==> src/rtl/dten_pkg.sv <==
package dten_pkg;

    typedef struct packed {
        logic wr;
        logic burst;
    } dten_entry_t;

    typedef enum logic {
        DT_IDLE = 1'b0,
        DT_XFER = 1'b1
    } dten_state_t;

endpackage

==> src/rtl/dten_queue.sv <==
module dten_queue
    import dten_pkg::*;
#(
    parameter int DEPTH = 2,
    localparam int CNT_W = $clog2(DEPTH + 1)
) (
    input  logic              clk,
    input  logic              rst_n,
    input  logic              push,
    input  dten_entry_t       push_ent,
    input  logic [DEPTH-1:0]  rm_mask,
    output dten_entry_t       ents [DEPTH],
    output logic [DEPTH-1:0]  vld,
    output logic [CNT_W-1:0]  count
);

    dten_entry_t      ent_q   [DEPTH];
    dten_entry_t      ent_nxt [DEPTH];
    logic [DEPTH-1:0] vld_q;
    logic [DEPTH-1:0] vld_nxt;

    // Compaction: survivors slide toward position 0, then any push lands behind them.
    always_comb begin
        logic [CNT_W-1:0] k;
        k = '0;
        vld_nxt = '0;
        for (int i = 0; i < DEPTH; i++) ent_nxt[i] = ent_q[i];
        for (int i = 0; i < DEPTH; i++) begin
            if (vld_q[i] && !rm_mask[i]) begin
                ent_nxt[k] = ent_q[i];
                vld_nxt[k] = 1'b1;
                k = k + 1'b1;
            end
        end
        if (push && (k < CNT_W'(DEPTH))) begin
            ent_nxt[k] = push_ent;
            vld_nxt[k] = 1'b1;
        end
    end

    always_ff @(posedge clk or negedge rst_n) begin
        if (!rst_n) begin
            vld_q <= '0;
            for (int i = 0; i < DEPTH; i++) ent_q[i] <= '0;
        end else begin
            vld_q <= vld_nxt;
            for (int i = 0; i < DEPTH; i++) ent_q[i] <= ent_nxt[i];
        end
    end

    assign vld   = vld_q;
    assign count = CNT_W'($countones(vld_q));

    always_comb begin
        for (int i = 0; i < DEPTH; i++) ents[i] = ent_q[i];
    end

    // the queue stays packed from position 0 after any removal.
    assert_queue_packed_R10: assert property (@(posedge clk) disable iff (!rst_n)
        vld_q == DEPTH'((1 << count) - 1));

endmodule

==> src/rtl/dten_select.sv <==
module dten_select
    import dten_pkg::*;
#(
    parameter int DEPTH = 2,
    localparam int IDX_W = (DEPTH > 1) ? $clog2(DEPTH) : 1
) (
    input  dten_entry_t       ents [DEPTH],
    input  logic [DEPTH-1:0]  vld,
    input  logic              write_only,
    output logic [IDX_W-1:0]  sel_idx,
    output logic              sel_wr,
    output logic              sel_burst
);

    logic [IDX_W-1:0] wr_idx;
    logic             wr_found;

    // Oldest pending write: lowest valid position tagged as a write.
    always_comb begin
        wr_idx   = '0;
        wr_found = 1'b0;
        for (int i = 0; i < DEPTH; i++) begin
            if (!wr_found && vld[i] && ents[i].wr) begin
                wr_found = 1'b1;
                wr_idx   = IDX_W'(i);
            end
        end
    end

    always_comb begin
        sel_idx   = (write_only && wr_found) ? wr_idx : '0;
        sel_wr    = ents[sel_idx].wr;
        sel_burst = ents[sel_idx].burst;
    end

endmodule

==> src/rtl/dten_fsm.sv <==
module dten_fsm
    import dten_pkg::*;
#(
    parameter int DEPTH       = 2,
    parameter int BURST_BEATS = 4,
    localparam int IDX_W  = (DEPTH > 1) ? $clog2(DEPTH) : 1,
    localparam int BEAT_W = (BURST_BEATS > 1) ? $clog2(BURST_BEATS) : 1
) (
    input  logic              clk,
    input  logic              rst_n,
    input  logic              qual,
    input  logic [IDX_W-1:0]  sel_idx,
    input  logic              sel_wr,
    input  logic              sel_burst,
    input  logic              dretry,
    input  logic              shift_down,
    output logic [IDX_W-1:0]  act_idx,
    output logic              dbusy,
    output logic              ten_start,
    output logic              ten_write,
    output logic              ten_done
);

    localparam logic [BEAT_W-1:0] LAST_BURST = BEAT_W'(BURST_BEATS - 1);

    dten_state_t       state_q;
    logic [BEAT_W-1:0] beat_q;
    logic [IDX_W-1:0]  idx_q;
    logic              burst_q;
    logic              wr_q;
    logic              last_beat;

    assign last_beat = burst_q ? (beat_q == LAST_BURST) : 1'b1;

    // State register process
    always_ff @(posedge clk or negedge rst_n) begin
        if (!rst_n) begin
            state_q <= DT_IDLE;
            beat_q  <= '0;
            idx_q   <= '0;
            burst_q <= 1'b0;
            wr_q    <= 1'b0;
        end else begin
            unique case (state_q)
                DT_IDLE: begin
                    if (qual) begin
                        state_q <= DT_XFER;
                        beat_q  <= '0;
                        idx_q   <= sel_idx;
                        burst_q <= sel_burst;
                        wr_q    <= sel_wr;
                    end
                end
                DT_XFER: begin
                    if (dretry || last_beat) begin
                        state_q <= DT_IDLE;
                    end else begin
                        beat_q <= beat_q + 1'b1;
                    end
                    if (shift_down) idx_q <= idx_q - 1'b1;
                end
                default: state_q <= DT_IDLE;
            endcase
        end
    end

    // Output process
    always_comb begin
        dbusy     = 1'b0;
        ten_start = 1'b0;
        ten_done  = 1'b0;
        unique case (state_q)
            DT_IDLE: ;
            DT_XFER: begin
                dbusy     = 1'b1;
                ten_start = (beat_q == '0);
                ten_done  = last_beat && !dretry;
            end
            default: ;
        endcase
    end

    assign ten_write = dbusy && wr_q;
    assign act_idx   = idx_q;

    // the start strobe only ever appears inside a tenure.
    assert_start_in_tenure_R1: assert property (@(posedge clk) disable iff (!rst_n)
        ten_start |-> dbusy);

    // a single-beat tenure holds busy for one cycle only.
    assert_single_one_beat_R2: assert property (@(posedge clk) disable iff (!rst_n)
        (ten_start && !burst_q) |=> !dbusy);

    // data retry in a tenure suppresses the finish strobe and frees the bus.
    assert_retry_no_done_R9: assert property (@(posedge clk) disable iff (!rst_n)
        (dbusy && dretry) |-> !ten_done);
    assert_retry_frees_bus_R9: assert property (@(posedge clk) disable iff (!rst_n)
        (dbusy && dretry) |=> !dbusy);

endmodule

==> src/rtl/dten_order_ctrl.sv <==
module dten_order_ctrl
    import dten_pkg::*;
#(
    parameter int DEPTH       = 2,
    parameter int BURST_BEATS = 4,
    localparam int IDX_W = (DEPTH > 1) ? $clog2(DEPTH) : 1,
    localparam int CNT_W = $clog2(DEPTH + 1)
) (
    input  logic             clk,
    input  logic             rst_n,
    input  logic             xfer_start_i,
    input  logic             xfer_write_i,
    input  logic             xfer_burst_i,
    input  logic             xfer_addr_only_i,
    output logic             xfer_stall_o,
    input  logic             grant_i,
    input  logic             write_only_i,
    input  logic             dretry_i,
    input  logic             aretry_i,
    input  logic [IDX_W-1:0] aretry_idx_i,
    output logic             dbusy_o,
    output logic             ten_start_o,
    output logic             ten_write_o,
    output logic             ten_done_o
);

    dten_entry_t      ents [DEPTH];
    dten_entry_t      push_ent;
    logic [DEPTH-1:0] vld;
    logic [CNT_W-1:0] count;
    logic [DEPTH-1:0] rm_mask;
    logic [IDX_W-1:0] sel_idx;
    logic [IDX_W-1:0] act_idx;
    logic             sel_wr;
    logic             sel_burst;
    logic             push;
    logic             qual;
    logic             aretry_ok;
    logic             shift_down;

    assign xfer_stall_o = (count == CNT_W'(DEPTH));
    assign push         = xfer_start_i && !xfer_addr_only_i && !xfer_stall_o;
    assign push_ent     = '{wr: xfer_write_i, burst: xfer_burst_i};

    // Qualified grant: bus free, no retries, something to service.
    assign qual = grant_i && !dbusy_o && !dretry_i && !aretry_i && (count != '0);

    assign aretry_ok  = aretry_i && (CNT_W'(aretry_idx_i) < count) &&
                        !(dbusy_o && (aretry_idx_i == act_idx));
    assign shift_down = aretry_ok && dbusy_o && (aretry_idx_i < act_idx);

    always_comb begin
        for (int j = 0; j < DEPTH; j++) begin
            rm_mask[j] = (ten_done_o && (act_idx == IDX_W'(j))) ||
                         (aretry_ok  && (aretry_idx_i == IDX_W'(j)));
        end
    end

    dten_queue #(.DEPTH(DEPTH)) u_queue (
        .clk      (clk),
        .rst_n    (rst_n),
        .push     (push),
        .push_ent (push_ent),
        .rm_mask  (rm_mask),
        .ents     (ents),
        .vld      (vld),
        .count    (count)
    );

    dten_select #(.DEPTH(DEPTH)) u_select (
        .ents       (ents),
        .vld        (vld),
        .write_only (write_only_i),
        .sel_idx    (sel_idx),
        .sel_wr     (sel_wr),
        .sel_burst  (sel_burst)
    );

    dten_fsm #(.DEPTH(DEPTH), .BURST_BEATS(BURST_BEATS)) u_fsm (
        .clk        (clk),
        .rst_n      (rst_n),
        .qual       (qual),
        .sel_idx    (sel_idx),
        .sel_wr     (sel_wr),
        .sel_burst  (sel_burst),
        .dretry     (dretry_i),
        .shift_down (shift_down),
        .act_idx    (act_idx),
        .dbusy      (dbusy_o),
        .ten_start  (ten_start_o),
        .ten_write  (ten_write_o),
        .ten_done   (ten_done_o)
    );

    // busy only rises after an edge that saw grant with no data retry.
    assert_grant_before_busy_R1: assert property (@(posedge clk) disable iff (!rst_n)
        $rose(dbusy_o) |-> ($past(grant_i) && !$past(dretry_i) && !$past(aretry_i)));

    // a refused start with nothing leaving keeps the queue full.
    assert_no_overflow_R8: assert property (@(posedge clk) disable iff (!rst_n)
        (xfer_stall_o && !ten_done_o && !aretry_i) |=> xfer_stall_o);

    // an empty queue never starts a tenure.
    assert_empty_no_start_R7: assert property (@(posedge clk) disable iff (!rst_n)
        (count == '0) |=> !ten_start_o);

endmodule

==> config.mk <==
export PLATFORM = sky130hd
export DESIGN_NAME = dten_order_ctrl
export DESIGN_NICKNAME = d
export VERILOG_FILES = /design/src/rtl/dten_pkg.sv /design/src/rtl/dten_queue.sv /design/src/rtl/dten_select.sv /design/src/rtl/dten_fsm.sv /design/src/rtl/dten_order_ctrl.sv
export SDC_FILE = /design/constraint.sdc
export NUM_CORES = 1
export LEC_CHECK = 0
export ABC_AREA = 1
export BUFFER_PORTS_ARGS = -buffer_cell sky130_fd_sc_hd__buf_2
export CAP_MARGIN = 20
export CORE_UTILIZATION = 48
export CTS_CLUSTER_SIZE = 14
export DETAILED_ROUTE_END_ITERATION = 10
export PLACE_DENSITY = 0.78
export RECOVER_POWER = 50
export SKIP_LAST_GASP = 1
export SLEW_MARGIN = 15
export SYNTH_ARGS = -nofsm -noshare
export SYNTH_HDL_FRONTEND = slang
export SYNTH_HIERARCHICAL = 1
export SYNTH_SLANG_ARGS = --single-unit
==> constraint.sdc <==
create_clock -name clk -period 1.7 [get_ports clk]
set_input_delay 0.17 -clock clk [delete_from_list [all_inputs] [get_ports clk]]
set_output_delay 0.17 -clock clk [all_outputs]
set_load 0.03 [all_outputs]
; ---- Yosys cells after proc, flatten, opt, wreduce, memory -nomap -nowiden
; Cells that the tools add are included.
[word_totals]
inputBits = 11
register_bits = 12
out_inout_bits = 5
wordCells = 122
[op_classes]
n_bitwise = 8
n_reduce_logical = 45
n_addsub = 4
n_lt_le_gt_ge = 12
n_mux = 37
n_eq_ne = 6
[op_table]
columns = op, n
row1 = 1-bit logical AND, 28
row2 = 2-bit two-way mux, 10
row3 = 1-bit two-way mux, 16
row4 = 1-bit zero test, 9
row5 = 4-bit bitwise mux, 2
row6 = 4-bit two-way mux, 2
row7 = 3-bit by 2-bit >= comparator with 1-bit output (second input constant), 2
row8 = 3-bit by 1-bit < comparator with 1-bit output (second input constant), 2
row9 = 2-bit != test (second input constant), 3
row10 = 2-bit AND reduction, 3
row11 = 2-bit demux with 1-bit select, 2
row12 = 2-bit equality test (second input constant), 2
row13 = 2-bit < comparator (second input constant), 2
row14 = 1-bit one-hot mux with 2 select lines, 2
row15 = 2-bit one-hot mux with 2 select lines, 1
row16 = 1-bit logical OR, 3
row17 = 1-bit NOT, 3
row18 = 1-bit NOT with 3-bit output, 1
row19 = 2-bit NOT with 3-bit output, 1
row20 = 1-bit by 1-bit adder with 2-bit output, 1
row21 = 1-bit by 1-bit adder with 2-bit output (second input constant), 1
row22 = 2-bit by 1-bit adder with 2-bit output (second input constant), 1
row23 = 1-bit demux with 1-bit select, 2
row24 = 2-bit by 1-bit >= comparator with 1-bit output (second input constant), 1
row25 = 12 further kinds, 12

; ---- Longest topological paths before layout
; Gate-level depths: netlist (run 1).
[logic_depth]
word_depth = 18
ltp_mapped = 12
depth_no_buf = 12

; ---- Modules after synthesis
; Netlist (run 1), hierarchy kept.
[modules_own_cells]
columns = mod, instances, seq_area_each_um2, cells_each, area_each_um2
row1 = dten_queue, 1, 150.1, 42, 356.6
row2 = dten_fsm, 1, 150.1, 40, 326.6
row3 = dten_order_ctrl, 1, 0.0, 23, 135.1
row4 = dten_select, 1, 0.0, 12, 53.8

; ---- Worst setup path before layout (run 1)
; OpenSTA, ideal clock, no wires.
[synth_path]
path_type = register -> register
from = reg u_fsm.state_q
to = reg u_queue/ents[2] (netlist name)
setup_ns = 0.117
path_stages_with_launch = 11
synth_period_minus_slack_ns = 2.546
t_arrival_ns = 2.428
n_path_buf = 0
path_slack_ns = -0.846
required_time_ns = 1.583
cell_sequence = dfrtp_1 -> inv_2 -> nor3_1 -> nand2_1 -> nand2_1 -> inv_2 -> nand2_2 -> ha_1 -> nand3_2 -> nand2_1 -> nand2_1
[synth_lines]
columns = item, line
row1 = start: declaration, dten_fsm.sv:26  ; dten_state_t state_q;
row2 = start signal: assignment, dten_fsm.sv:38  ; state_q <= DT_IDLE;
row3 = start signal: assignment, dten_fsm.sv:47  ; state_q <= DT_XFER;
row4 = start signal: assignment, dten_fsm.sv:56  ; state_q <= DT_IDLE;

==> reports/metrics.cfg, run 1 <==
[run_status]
outcome = finished, final reports clean

[synth]
yosys-top-cells-area = dfrtp_1 34%, nand2_1 16%, ha_1 7.2%
synth_flop_cell = dfrtp_1
syn_nets = 133
ys_seq_area_frac = 0.344
synth_seq_cells = 12
yosysTopAreaCellShare = 0.344
syn_avg_cell_area_um2 = 7.45
yosys.area.top_type = dfrtp_1
synthCells = 117
yosysUniqueCellTypes = 19
synth_area_um2 = 872
synth_edf_count = 0
ys_warn_count = 6
async_flop_share = 1.00

[cts]
clock_sinks = 12
cts.clk_slew.worst_paths_ns = 0.09
clockRootBuffer = clkbuf_4
insertion_delay_ns = 0.28
h-tree-depth = 1
cts_buffers = 3
clk_path_buf_depth = 2
cts_tree = yes

[power]
total_power_mw = 2.08
power_density_nw_per_um2 = 1660
leakage_nw = 0.665
ir_worst_vdd_mv = 1.04

[floorplan]
die_w_um = 44.6
start_util = 0.511
std_cell_rows = 15
core_um2 = 1710
io_pins = 16
fp.dieH_um = 44.6
design.die.area_um2 = 1990

[placed_design]
io_buffers = 15
pre_cts_ws_ns = -0.00936
gp_routability_congestion = 0.787
dpl.hpwl_um = 1590

[worst_setup_path]
path_class = flip-flop to flip-flop
crit_slowest_cell = dfrtp_1
timing.rr.start = u_fsm/act_idx
regToRegEndpoint = u_queue/ents[3]
worst-path-buf-inv = 2
r2r_setup_slack_ns = 0.01
path_max_fanout = 3
cp_data_arrival_time_ns = 1.86
crit_path_start = u_fsm/act_idx
cpPeakStageDelay_ns = 0.43
cp_cell_sequence = ha_4 > a21oi_4 > nand3_2 > nand2_2 > nor2_4 > buf_4 > buf_4 > nand3_1 > nand2_1 > nand2_1 > nand2_1
cp-start-kind = flip-flop
critPathRequiredTime_ns = 1.87
cp_common_cell = nand2_1
cp-end-kind = flip-flop
critical_path.top_delay_family = simple AND/OR/NAND/NOR gates
rr_worst_depth = 11

[final_layout]
mostFrequentLayoutCell = nand2_1
layout-drive-gt1-share = 0.461
area_delta_synth_final_pct = 43.8
antenna_cells = 0
seq_area_um2 = 302
multiInputGateArea_um2 = 607
fillers = 120
fin_nets = 171
final_cell_mix = 34 x nand2_1, 17 x buf_4, 14 x buf_2, 12 x inv_1, 11 x dfrtp_1

[timing]
relSlewSlack = 0.556
skew_ns = 0.0114
fin_ws_ns = 0.0127
worstMarginPinSlew_ns = 0.666
min_period_ns = 1.69
drv_slew = 0
fmax_mhz = 593
rsz0062_at_grt = true
fin_hold_ws_ns = 0.168
tns_ns = 0
hold_viol = 0
setup_viol = 0
finalCritPeriodShare = 0.993

[detailed_routing]
drt_iter0_drc = 11
routed_wl_um = 2210
num_vias = 887
wl_per_cell_um = 12.4
drt_first_pass_iters = 4
drtAntennaViolNets = 0
via_per_inst = 4.96
drcViolationCount = 0

[job]
maxCapViolCount = 0

[global_routing]
grt_max_degree = 13
grt_pass1_vias = 811
grt_pass1_wl_um = 3420
grt-ovfl-total = 0
track_usage = 0.244
antenna_found_initial = 0

[hold_path]
hold_start = xfer_write_i
holdPathStages = 3
hold_class = input pin to flip-flop
hold_end = u_queue/ents[1]

-- cells by family (layout without fill, tap and decap cells) --
kind of cell / after synthesis / after routing / synth area share
buffers and inverters: 17 / 54 / 0.0732
AND/OR/NAND/NOR: 79 / 79 / 0.475
AO/OA/AOI/OAI: 4 / 4 / 0.0359
flip-flops: 12 / 12 / 0.344
adder cells (fa/ha/maj): 5 / 5 / 0.0717
-- metal layers --
metal | global-route usage | up-vias | wire length [um]
li1 | - | 444 | -
met1 | 0.265 | 417 | 885
met2 | 0.441 | 18 | 1200
met3 | 0.0531 | 8 | 67
met4 | 0.127 | 0 | 63
met5 | 0 | - | 0
-- where the power goes --
| group | switching, mW | total (mW) | internal (mW) |
|---|---|---|---|
| clock | 0.107 | 0.237 | 0.130 |
| sequential | 0.106 | 0.513 | 0.407 |
| combinational | 0.715 | 1.33 | 0.619 |
-- repair_timing --
| item | 4_1_cts | 5_1_grt |
|---|---|---|
| endpoints found under the hold margin | 12 | 0 |
| setup buffers | 4 | 4 |
| pin swaps | 3 | 8 |
| gates resized for setup | 4 | 6 |
| setup endpoints to repair | 4 | 2 |
| hold buffers | 1 | 0 |
-- cell type report --
type | count | share of cell area
multi-input cells | 88 | 0.484
flip-flops and latches | 12 | 0.241
repair buffers | 33 | 0.169
inverters | 17 | 0.0529
clock buffers | 4 | 0.0289
well taps | 25 | 0.0250
-- cell usage after synthesis, types with 2 or more instances --
library cell  instances
nand2_1              38
nor2_4                3
nor2_1                6
nor3b_2               2
a21oi_1               2
ha_1                  5
inv_1                12
nor2_2                3
nand3_1              11
nand4_1               4
nand2_4               2
nand2_2               6
dfrtp_1              12
inv_2                 5
nand3_2               2
-- per-stage QoR --
stage	std cells	instance area [um^2]	util
detailed placement	166	1100	0.643
global route	179	1250	0.734
finish	179	1250	0.734
global placement	166	1100	0.643
CTS	175	1200	0.701
floorplan	117	925	-
-- sequential cells by signal, summed over array words and instances (netlist names) --
| signal | count |
|---|---|
| u_fsm/wr_q | 1 |
| u_fsm/act_idx | 1 |
| u_queue/ents | 4 |
| u_queue/vld | 2 |
| u_fsm/burst_q | 1 |
| u_fsm/state_q | 1 |
| u_fsm/beat_q | 2 |
-- worst max path at each step --
stage / endpoint / slack [ns] / cells past startpoint
6_report: u_queue/ents[3] / 0.01 / 11
5_1_grt: u_queue/ents[1] / -0.04 / 11
4_1_cts: u_queue/ents[0] / 0.002 / 11
3_5_place_dp: u_queue/ents[0] / -0.009 / 11
3_3_place_gp: u_queue/ents[0] / 0.04 / 11
2_1_floorplan: u_queue/ents[0] / -0.11 / 9
-- tightest hold or removal path, delay by kind of cell --
family,cells,cell delay (ns)
AND/OR/NAND/NOR,2,0.14
buffers and inverters,1,0.10
No activity file was read; power rests on OpenSTA's default activity.
==> inputs of run 2 (changes only) <==
--- a/config.mk
+++ b/config.mk
@@ -13,6 +13,7 @@
 export DETAILED_ROUTE_END_ITERATION = 10
 export PLACE_DENSITY = 0.78
 export RECOVER_POWER = 50
+export SETUP_SLACK_MARGIN = 0.02
 export SKIP_LAST_GASP = 1
 export SLEW_MARGIN = 15
 export SYNTH_ARGS = -nofsm -noshare
==> run 2 against run 1 <==
  * Count of clock-buffer cells in the layout unchanged
  * Critical endpoint is now u_queue/ents[1]
  * Power increased by 1.5%
  * Clock power up 5%
  * Sequential share of layout area shrank 0.33 points
  * Hold slack worse by 0.020 ns
  * Sequential cell count unchanged
  * Design area up 1.4%
  * Register-to-register slack about the same
  * Combinational power hardly changed
  * Via count increased by 1.4%
==> reports/metrics.cfg, run 2 (same netlist as run 1, synthesis figures left out) <==
[floorplan]
fp.dieH_um = 44.6  ; unchanged
design.die.area_um2 = 1990  ; unchanged
core_um2 = 1710  ; unchanged
start_util = 0.511  ; unchanged
std_cell_rows = 15  ; unchanged
io_pins = 16  ; unchanged
die_w_um = 44.6  ; unchanged

[final_layout]
seq_area_um2 = 302  ; unchanged
area_delta_synth_final_pct = 45.8
post-route-util = 0.744  ; +0.0103
mostFrequentLayoutCell = nand2_1
layout-drive-gt1-share = 0.468  ; +0.00691
fin_nets = 173  ; +1.2%
antenna_cells = 0  ; unchanged
final_cell_mix = 35 x nand2_1, 20 x buf_4, 13 x buf_2, 12 x inv_1, 11 x dfrtp_1
fillers = 124  ; +3.3%
multiInputGateArea_um2 = 607  ; unchanged
largest_reg_flops = 4  ; unchanged
instances_no_fill = 181  ; +1.1%

[hold_path]
hold_end = u_queue/ents[0]
holdPathStages = 3  ; unchanged
hold_class = input pin to flip-flop
hold_start = xfer_burst_i

[timing]
rsz0062_at_grt = true
relSlewSlack = 0.538  ; -0.0182
drv_slew = 0  ; unchanged
fin_hold_ws_ns = 0.148  ; -0.0198 ns
worstMarginPinSlew_ns = 0.694  ; +0.0274 ns
skew_ns = 0.0111  ; -0.000280 ns
setup_viol = 0  ; unchanged
min_period_ns = 1.69  ; -0.00120 ns
fin_ws_ns = 0.0139  ; +0.00120 ns
fmax_mhz = 593  ; about the same
finalCritPeriodShare = 0.992  ; about the same
hold_viol = 0  ; unchanged

[placed_design]
gp_routability_congestion = 0.804  ; +2.1%
dpl.hpwl_um = 1570  ; -1.8%
pre_cts_ws_ns = -0.0187  ; -0.00933 ns
numPlacedInstances = 165  ; -0.60%
io_buffers = 15  ; unchanged

[cts]
cts_tree = yes
clk_path_buf_depth = 2  ; unchanged
clock_sinks = 12  ; unchanged
cts.clk_slew.worst_paths_ns = 0.09  ; about the same
clockRootBuffer = clkbuf_4
cts_buffers = 3  ; unchanged
insertion_delay_ns = 0.29  ; about the same
h-tree-depth = 1  ; unchanged

[worst_setup_path]
worst-path-buf-inv = 2  ; unchanged
crit_slowest_cell = dfrtp_1
cp-end-kind = flip-flop
path_max_fanout = 3  ; unchanged
cp-start-kind = flip-flop
cpPeakStageDelay_ns = 0.42  ; about the same
crit_path_start = u_queue/vld[0]
cp_data_arrival_time_ns = 1.87  ; about the same
regToRegEndpoint = u_queue/ents[1]
rr_worst_depth = 11  ; unchanged
cp_cell_sequence = ha_4 > inv_1 > nand2_4 > nand3_2 > nand2_2 > nor2_4 > inv_2 > ha_4 > nand3_4 > nand2_1 > nand2_1
critPathRequiredTime_ns = 1.88  ; about the same
path_class = flip-flop to flip-flop
critical_path.top_delay_family = simple AND/OR/NAND/NOR gates
r2r_setup_slack_ns = 0.01  ; about the same
timing.rr.start = u_queue/vld[0]

[power]
p_seq_frac = 0.240  ; -0.006
p_comb_frac = 0.642  ; +0.002
ir_worst_vdd_mv = 1.08  ; +3.6%
leakage_nw = 0.674  ; +1.4%
p_int_mw = 1.17  ; +1.0%
p_switching_mw = 0.946  ; +2.0%
power_density_nw_per_um2 = 1660  ; about the same
p_sw_frac = 0.447  ; +0.00234
total_power_mw = 2.11  ; +1.5%
clockPowerShare = 0.118  ; +0.004

[global_routing]
grt-ovfl-total = 0  ; unchanged
grt_max_degree = 13  ; unchanged
track_usage = 0.250  ; +0.00594
grt_pass1_wl_um = 3510  ; +2.8%
antenna_found_initial = 0  ; unchanged
grt_pass1_vias = 825  ; +1.7%

[detailed_routing]
drt_first_pass_iters = 4  ; unchanged
drt_iter0_drc = 22  ; +11
drcViolationCount = 0  ; unchanged
num_vias = 899  ; +1.4%
routed_wl_um = 2240  ; +1.3%
via_per_inst = 4.97  ; +0.23%
drtAntennaViolNets = 0  ; unchanged
wl_per_cell_um = 12.4  ; +0.15%

[run_status]
outcome = finished, final reports clean

[job]
maxCapViolCount = 0  ; unchanged

## run 2: power groups by stage
stage	clock network, mW	registers (mW)	logic (mW)
2_1_floorplan	0	0.522	0.753
3_3_place_gp	0	0.509	1.03
3_5_place_dp	0	0.520	1.07
4_1_cts	0.246	0.515	1.17
5_1_grt	0.258	0.525	1.49
6_report	0.249	0.508	1.36
## run 2: how the worst max path moves through the flow
stage	depth (start not counted)	end	slack, ns
2_1_floorplan	9	u_queue/ents[0]	-0.10
3_3_place_gp	11	u_queue/ents[1]	0.04
3_5_place_dp	11	u_queue/ents[0]	-0.02
4_1_cts	11	u_queue/ents[0]	0.02
5_1_grt	11	u_queue/ents[1]	-0.09
6_report	11	u_queue/ents[1]	0.01
## run 2: metal layers
layer | share of wire | vias up | track usage | routed length [um]
met1 | 0.39 | 423 | 0.277 | 865
met4 | 0.032 | 0 | 0.164 | 71
met5 | 0 | - | 0 | 0
li1 | - | 449 | - | -
met2 | 0.56 | 20 | 0.450 | 1250
met3 | 0.022 | 7 | 0.0245 | 50
## run 2: repair_timing
item,in CTS,in global routing
resized for setup,4,7
cloned,0,0
setup endpoints to repair,4,6
hold buffers,1,0
buffers inserted,5,6
hold endpoints to repair,12,0
pin swaps,10,7
## run 2: worst reg2reg max path: stages (launching register included)
cell,delay (ns)
dfrtp_1,0.42
ha_4,0.17
inv_1,0.15
nand2_4,0.09
nand3_2,0.07
nand2_2,0.06
nor2_4,0.11
inv_2,0.07
ha_4,0.28
nand3_4,0.06
nand2_1,0.06
nand2_1,0.04
## run 2: final cells by class
class | instances | share of cell area
clock buffers | 4 | 0.0285
inverters | 17 | 0.0522
multi-input cells | 88 | 0.477
flip-flops and latches | 12 | 0.237
well taps | 25 | 0.0246
repair buffers | 35 | 0.180
## run 2: stage by stage
stage          setup TNS (ns)  cell area [um^2]
3_3_place_gp                0              1090
2_1_floorplan          -0.392               927
5_1_grt                -0.277              1270
6_report                    0              1270
4_1_cts                     0              1200
3_5_place_dp          -0.0187              1090
